$ cat src/rtl/mul_pkg.sv
package mul_pkg;

  // Load strobes from control to datapath, one per pipeline register bank
  typedef struct packed {
    logic ldPp;    // partial product rows
    logic ldCs;    // carry-save sum/carry rows
    logic ldProd;  // final product
  } stageStrobe_t;

  // Rows left after a given number of 3:2 compression layers
  function automatic int rowsAfter(input int rows, input int layers);
    int n;
    n = rows;
    for (int k = 0; k < layers; k++) n = n - n / 3;
    return n;
  endfunction

  // Number of 3:2 layers needed to reach two rows
  function automatic int treeLevels(input int rows);
    int n;
    int c;
    n = rows;
    c = 0;
    while (n > 2) begin
      n = n - n / 3;
      c++;
    end
    return c;
  endfunction

endpackage

$ cat src/rtl/csa_row.sv
module csa_row #(
  parameter int W = 32
) (
  input  logic [W-1:0] inA,
  input  logic [W-1:0] inB,
  input  logic [W-1:0] inC,
  output logic [W-1:0] sumVec,
  output logic [W-1:0] carryVec
);

  logic [W-1:0] maj;

  for (genvar k = 0; k < W; k++) begin : g_bit
    assign sumVec[k] = inA[k] ^ inB[k] ^ inC[k];
    assign maj[k]    = (inA[k] & inB[k]) | (inC[k] & (inA[k] ^ inB[k]));
  end

  // carries move one place left; the top carry falls outside modulo 2^W
  assign carryVec = {maj[W-2:0], 1'b0};

endmodule

$ cat src/rtl/csa_tree.sv
module csa_tree
  import mul_pkg::*;
#(
  parameter int W    = 32,
  parameter int ROWS = 9
) (
  input  logic [W-1:0] rowsIn [ROWS],
  output logic [W-1:0] sumOut,
  output logic [W-1:0] carryOut
);

  localparam int NLEV = treeLevels(ROWS);

  logic [W-1:0] lvl [NLEV+1][ROWS];

  for (genvar j = 0; j < ROWS; j++) begin : g_in
    assign lvl[0][j] = rowsIn[j];
  end

  for (genvar l = 0; l < NLEV; l++) begin : g_lvl
    localparam int CNT = rowsAfter(ROWS, l);
    localparam int GRP = CNT / 3;
    localparam int NXT = CNT - GRP;

    for (genvar g = 0; g < GRP; g++) begin : g_csa
      csa_row #(.W(W)) u_csa (
        .inA     (lvl[l][3*g]),
        .inB     (lvl[l][3*g+1]),
        .inC     (lvl[l][3*g+2]),
        .sumVec  (lvl[l+1][2*g]),
        .carryVec(lvl[l+1][2*g+1])
      );
    end

    for (genvar j = 2*GRP; j < ROWS; j++) begin : g_pass
      if (j < NXT) begin : g_keep
        assign lvl[l+1][j] = lvl[l][j+GRP];
      end else begin : g_zero
        assign lvl[l+1][j] = '0;
      end
    end
  end

  assign sumOut   = lvl[NLEV][0];
  assign carryOut = lvl[NLEV][1];

endmodule

$ cat src/rtl/booth_pp_gen.sv
module booth_pp_gen #(
  parameter int OP_W   = 16,
  parameter int PROD_W = 2 * OP_W,
  parameter int NUM_PP = OP_W / 2
) (
  input  logic [OP_W-1:0]   mcand,
  input  logic [OP_W-1:0]   mplier,
  output logic [PROD_W-1:0] rows [NUM_PP+1]
);

  logic [NUM_PP-1:0] negV;

  for (genvar i = 0; i < NUM_PP; i++) begin : g_row
    logic ySel2, ySel1, ySel0;
    logic selOne, selTwo, selNeg;
    logic [OP_W:0] multiple;
    logic [OP_W:0] field;

    assign ySel2 = mplier[2*i+1];
    assign ySel1 = mplier[2*i];
    if (i == 0) begin : g_low
      assign ySel0 = 1'b0;
    end else begin : g_up
      assign ySel0 = mplier[2*i-1];
    end

    assign selOne = ySel1 ^ ySel0;
    assign selTwo = (ySel2 & ~ySel1 & ~ySel0) | (~ySel2 & ySel1 & ySel0);
    assign selNeg = ySel2 & ~(ySel1 & ySel0);

    always_comb begin
      if (selOne)      multiple = {mcand[OP_W-1], mcand};
      else if (selTwo) multiple = {mcand, 1'b0};
      else             multiple = '0;
    end

    assign field   = selNeg ? ~multiple : multiple;
    assign negV[i] = selNeg;
    assign rows[i] = {{(PROD_W-OP_W-1){field[OP_W]}}, field} << (2*i);

    // a digit selects at most one magnitude; 000 and 111 select none
    always_comb begin
      p_digit_excl_r5: assert ($onehot0({selOne, selTwo}));
      if ({ySel2, ySel1, ySel0} == 3'b111 || {ySel2, ySel1, ySel0} == 3'b000)
        p_digit_zero_r5: assert (!selOne && !selTwo);
    end
  end

  // +1 corrections for negated rows, one at each row's lowest bit
  always_comb begin
    rows[NUM_PP] = '0;
    for (int i = 0; i < NUM_PP; i++) rows[NUM_PP][2*i] = negV[i];
  end

endmodule

$ cat src/rtl/mul_ctrl.sv
module mul_ctrl
  import mul_pkg::*;
(
  input  logic         clk,
  input  logic         rst,
  input  logic         inValid,
  output stageStrobe_t strb,
  output logic         outValid
);

  localparam int LAT = 3;

  logic [LAT-1:0] validPipe;
  logic [1:0]     sinceReset;

  always_ff @(posedge clk) begin
    if (rst) validPipe <= '0;
    else     validPipe <= {validPipe[LAT-2:0], inValid};
  end

  always_comb begin
    strb.ldPp   = inValid      & ~rst;
    strb.ldCs   = validPipe[0] & ~rst;
    strb.ldProd = validPipe[1] & ~rst;
  end

  assign outValid = validPipe[LAT-1];

  always_ff @(posedge clk) begin
    if (rst)                     sinceReset <= '0;
    else if (sinceReset != 2'd3) sinceReset <= sinceReset + 2'd1;
  end

  // reset leaves no valid result behind
  p_reset_clear_r4: assert property (@(posedge clk) rst |=> !outValid);

  // output valid is input valid three edges later
  p_valid_latency_r2: assert property (@(posedge clk) disable iff (rst)
    (sinceReset == 2'd3) |-> (outValid == $past(inValid, 3)));

endmodule

$ cat src/rtl/mul_datapath.sv
module mul_datapath
  import mul_pkg::*;
#(
  parameter int OP_W   = 16,
  parameter int PROD_W = 2 * OP_W,
  parameter int NUM_PP = OP_W / 2
) (
  input  logic              clk,
  input  logic              rst,
  input  stageStrobe_t      strb,
  input  logic [OP_W-1:0]   opA,
  input  logic [OP_W-1:0]   opB,
  output logic [PROD_W-1:0] product
);

  localparam int NROWS = NUM_PP + 1;

  logic [PROD_W-1:0] ppRows [NROWS];
  logic [PROD_W-1:0] ppQ    [NROWS];
  logic [PROD_W-1:0] treeSum, treeCarry;
  logic [PROD_W-1:0] sumQ, carryQ;
  logic [PROD_W-1:0] prodQ;

  booth_pp_gen #(.OP_W(OP_W), .PROD_W(PROD_W), .NUM_PP(NUM_PP)) u_pp (
    .mcand (opA),
    .mplier(opB),
    .rows  (ppRows)
  );

  always_ff @(posedge clk) begin
    if (strb.ldPp) begin
      for (int k = 0; k < NROWS; k++) ppQ[k] <= ppRows[k];
    end
  end

  csa_tree #(.W(PROD_W), .ROWS(NROWS)) u_tree (
    .rowsIn  (ppQ),
    .sumOut  (treeSum),
    .carryOut(treeCarry)
  );

  always_ff @(posedge clk) begin
    if (strb.ldCs) begin
      sumQ   <= treeSum;
      carryQ <= treeCarry;
    end
  end

  always_ff @(posedge clk) begin
    if (strb.ldProd) prodQ <= sumQ + carryQ;
  end

  assign product = prodQ;

  // Reference values used only by the assertions below
  logic [PROD_W-1:0] ppTotal;
  logic [PROD_W-1:0] aExt, bExt, refProd;

  always_comb begin
    ppTotal = '0;
    for (int k = 0; k < NROWS; k++) ppTotal = ppTotal + ppQ[k];
  end

  assign aExt    = {{(PROD_W-OP_W){opA[OP_W-1]}}, opA};
  assign bExt    = {{(PROD_W-OP_W){opB[OP_W-1]}}, opB};
  assign refProd = aExt * bExt;

  // registered rows plus corrections total the signed product
  p_rows_total_r6: assert property (@(posedge clk) disable iff (rst)
    strb.ldPp |=> (ppTotal == $past(refProd)));

  // carry-save pair keeps the total of the rows
  p_cs_keep_r7: assert property (@(posedge clk) disable iff (rst)
    strb.ldCs |=> ((sumQ + carryQ) == $past(ppTotal)));

  // product holds when no result is loaded
  p_prod_hold_r8: assert property (@(posedge clk)
    !strb.ldProd |=> $stable(prodQ));

endmodule

$ cat src/rtl/booth_pipe_mul.sv
module booth_pipe_mul
  import mul_pkg::*;
#(
  parameter int OP_W = 16
) (
  input  logic                clk,
  input  logic                rst,
  input  logic                inValid,
  input  logic [OP_W-1:0]     opA,
  input  logic [OP_W-1:0]     opB,
  output logic                outValid,
  output logic [2*OP_W-1:0]   product
);

  localparam int PROD_W = 2 * OP_W;
  localparam int NUM_PP = OP_W / 2;

  stageStrobe_t strb;

  mul_ctrl u_ctrl (
    .clk     (clk),
    .rst     (rst),
    .inValid (inValid),
    .strb    (strb),
    .outValid(outValid)
  );

  mul_datapath #(.OP_W(OP_W), .PROD_W(PROD_W), .NUM_PP(NUM_PP)) u_dp (
    .clk    (clk),
    .rst    (rst),
    .strb   (strb),
    .opA    (opA),
    .opB    (opB),
    .product(product)
  );

endmodule

$ cat config.mk
export PLATFORM = sky130hd
export DESIGN_NAME = booth_pipe_mul
export DESIGN_NICKNAME = d
export VERILOG_FILES = /design/src/rtl/mul_pkg.sv /design/src/rtl/csa_row.sv /design/src/rtl/csa_tree.sv /design/src/rtl/booth_pp_gen.sv /design/src/rtl/mul_ctrl.sv /design/src/rtl/mul_datapath.sv /design/src/rtl/booth_pipe_mul.sv
export SDC_FILE = /design/constraint.sdc
export NUM_CORES = 1
export LEC_CHECK = 0
export ABC_AREA = 1
export BUFFER_PORTS_ARGS = -buffer_cell sky130_fd_sc_hd__buf_2
export CORE_ASPECT_RATIO = 0.5
export CORE_UTILIZATION = 57
export DETAILED_ROUTE_END_ITERATION = 12
export HOLD_SLACK_MARGIN = 0.06
export PLACE_DENSITY = 0.75
export SETUP_SLACK_MARGIN = 0.02
export SLEW_MARGIN = 10
export SYNTH_ARGS = -nofsm -noshare
export SYNTH_HDL_FRONTEND = slang
export SYNTH_SLANG_ARGS = --single-unit
$ cat constraint.sdc
create_clock -name clk -period 23.5 [get_ports clk]
set_input_delay 2.35 -clock clk [delete_from_list [all_inputs] [get_ports clk]]
set_output_delay 2.35 -clock clk [all_outputs]
set_load 0.01 [all_outputs]
Word-level counts from Yosys, hierarchy flattened
Cells that the tools add are included.
Operators by class
  shift operators: 0
  multiply operators: 0
  reduce and logical (&&, ||, !) cells: 0
  $lt $le $gt $ge: 0
  mux-type cells: 24
  div/mod/pow operators: 0
  equal/unequal tests: 0
  bitwise operators: 860
  $add $sub $neg: 1
Operator list (number)
  17-bit two-way mux: 24
  1-bit bitwise AND: 356
  1-bit bitwise XOR: 330
  1-bit OR: 142
  17-bit inverter: 8
  32-bit adder: 1
  1-bit inverter: 24
Storage, ports and cells
  word-level logic and storage cells: 898
  bits in read-only memories: 0
  bits in writable memories: 0
  memories kept: 0
  output and inout port bits: 33
  latch bits: 0
  register bits: 239

Logic depth before layout (Yosys ltp)
  depth after elaboration: 12
  depth in mapped cells: 11
  gate-level depth less buffers: 11

Hierarchy
Synthesis repeated with hierarchy kept, for this count alone.
Unflattened totals
  cells, all modules: 2227
  area, all modules: 24060.6 µm²
Modules (own cells, without submodules)
  mul_datapath: times used 1, cells an instance 875, area each 13854.5 µm²
  booth_pp_gen: times used 1, cells an instance 1046, area each 5444.0 µm²
  csa_row: times used 7, cells an instance 42, area each 666.9 µm²
  mul_ctrl: times used 1, cells an instance 12, area each 93.8 µm²

Worst setup path after synthesis
Ideal clock, no wire load.
  path type: input -> register
  start point: in inValid
  end point: reg u_dp.ppQ[0] (netlist name) (enable)
  cell stages on the path: 2
  slack: 14402 ps
  buffers on the path: 0
  arrival: 8444 ps
  required time: 22846 ps
  cells stage by stage: inv_1 nor2_1
RTL lines
  start: declaration: line booth_pipe_mul.sv:8  | input logic inValid,
  end: declaration: line mul_datapath.sv:19  | logic [PROD_W-1:0] ppQ [NROWS];

==> run metrics <==
worst path required time=23.77 ns; Setup crit end=u_dp.ppQ[242]; die width=about 240 um; site row count=43; R2R Setup Slk=20.06 ns; # setup viols final=0; layout cell share with drive strength beyond 1=8.640%; final number of hold-violating endpoints=0; worst-margin pin slew=1.155 ns; Crit Path Category=input pin to register; DP Wirelength=27950 um; post-synth top area share=43.99%; unrepaired setup endpoints after global routing=false; post-DR vias/cell=5.379; Fin Hold WS=0.4221 ns; Synth area leader=edfxtp_1; Mapped Nets=~1800; first-pass GRT wire length=58280 um; drt drc=0; Initial Util=between 50% and 60%; Clock Latency Late Sink=0.55 ns; max-slew violation count=0; synthesized area per cell=10.07 um^2; Overflow after GRT=0; Mapped Cells=1600; Avg WL per Cell=18.41 um; via count=10960; FF-to-FF End=u_dp.sumQ[29]; setup TNS=0 ns; Die Height=120.9 um; Peak VDD IR=64.81 uV; arrival time worst endpoint=4.45 ns; Diodes inserted=0; final wirelength=37510 um; Slew headroom=22.97%; total track usage=26.65%; status=finished, final reports clean; Layout fillers=2231; FFs w/ async S/R, synth=0%; Max clock buf depth=3; die area=0.02898 mm^2; I/O pins=68; flops & latches, synth=between 200 and 250; CTS root buffer=clkbuf_16; antenna-violating nets left=0; CP Capture Type=register; synth unique cells=30; max cap viols=0; fin crit share=17.75%; Pre-antenna DRT Iters=6; port buffer count=67; largest net degree at the start of global routing=87; number of enable flip-flop cells after synthesis=236; clk sink count=between 200 and 250; Critical Path Fanout Max=35; number of nets in the layout=between 1500 and 2000; hold_sp=u_dp.sumQ[0]; Reg clk slew, reported paths=roughly 0.07 ns; post_cts resized=0; RD Place Congestion=0.9302; H-tree depth=1; Fmax=239.7 MHz; reg2reg start=u_dp.ppQ[272]; Critical Path Source=opB[1]; hold-fix buffers at CTS=0; 1st-iter DRT viols=approximately 1200; Pwr Density=97.39 mW/mm^2; LEAKAGE=7.676 nW; post-CTS setup buffers=0; Worst setup SP type=input pin; Seq/Total Area, Yosys=44.37%; Synth Flop Type=edfxtp_1; total CTS buffers=23; vias in the first global route=10740; Mapped Area=around 0.016 mm^2; Core Box Area=0.02776 mm^2; area grow syn2layout=8.000%; initial antenna violation count=0; clock skew=0.03984 ns; hold crit path type=register to register; fin crit period=4.172 ns; Yosys warnings=0; TritonCTS clock tree=done; Reg2Reg Depth=6; ranking of synthesized cells by area=edfxtp_1, fa_1, nand2_1
## cells in the final DEF (no fill, tap or decap), drive strengths merged
cell and instances:
nor3 3, nor2 49, xor2 130, and2 2, xnor2 11, nand4 7, dfxtp 3, o211ai 22
clkbuf 28, o21ai 122, nand3 42, nand2 436, a21oi 21, a21o 2, buf 71, bufinv 2
inv 262, clkinv 10, clkinvlp 1, edfxtp 236, ha 77, nand3b 1, fa 117
## per-stage QoR
step / instances / util [%] / total power, mW / area [um^2] / worst slack [ns]
after global routing: 2037 / 62.67 / 1.815 / 17400 / 19.18
after CTS: 2037 / 62.67 / 1.698 / 17400 / 19.38
after detailed placement: 1995 / 60.00 / 1.321 / 16660 / 18.82
after global placement: 1995 / 60.00 / 1.281 / 16660 / 18.91
after floorplan: 1600 / - / 1.104 / 16110 / 14.40
final: 2037 / 62.67 / 1.694 / 17400 / 19.33
## flip-flops by register name, summed over array words and instances, names as in the netlist
name and count:
u_dp.sumQ 32, u_ctrl.validPipe 3, u_dp.carryQ 28, u_dp.product 32, u_dp.ppQ 144
## report_power, final
| part | internal (mW) | switching [mW] |
|---|---|---|
| clock | 0.209 | 0.165 |
| sequential | 0.587 | 0.0215 |
| combinational | 0.271 | 0.441 |
| total | 1.07 | 0.627 |
## worst min path at each step
stage          cells after the start              end
5_1_grt                            0  u_dp.product[1]
4_1_cts                            0  u_dp.product[0]
3_3_place_gp                       0  u_dp.product[0]
6_report                           0  u_dp.product[0]
3_5_place_dp                       0  u_dp.product[0]
2_1_floorplan                      0  u_dp.product[0]
## cell families after synthesis
family,share of synthesized area (%)
and+or+nand+nor,13.51
buffers and inverters,8.023
xor gates and xnor gates,7.666
AOI/OAI and AO/OA,5.918
adders and majority gates,20.52
DFF,44.37
## area by class of cell
cell class                 instances  area [um^2]  share of cell area (%)
clock buffer                      28        614.3                   3.531
inverter                         261        979.7                   5.631
timing repair buffer              71        365.4                   2.100
sequential                       239         7147                   41.08
tap                              382        478.0                   2.747
clock inverter                    14        126.4                  0.7264
multi-input combinational       1042         7687                   44.19
## worst max-delay path, cell delays in order
cell and delay (ns):
buf_2 0.50, ha_1 0.81, inv_1 0.18, o211ai_4 0.27
nand2_1 0.14, xor2_1 0.18
## synthesized netlist by cell type, drive strengths merged (2+ instances only)
library cell  number
clkbuf            21
xor2             130
nand2            436
and2               2
inv              261
buf               37
a21o               2
ha                77
dfxtp              3
fa               117
nand3             42
o211ai            22
a21oi             21
nand4              7
xnor2             11
o21ai            122
nor3               3
edfxtp           236
nor2              49
## layer usage
layer  vias to the layer above  part of all wire [%]  track usage, %  wire (um)
met4                         0                   1.7           5.729        654
met3                        49                    11           6.961       4185
met1                      5222                    46           39.96      17120
met5                         -                     0               0          0
met2                       524                    41           38.95      15540
li1                       5163                     -               -          -
Note: power is estimated with default switching activity, not from simulation.
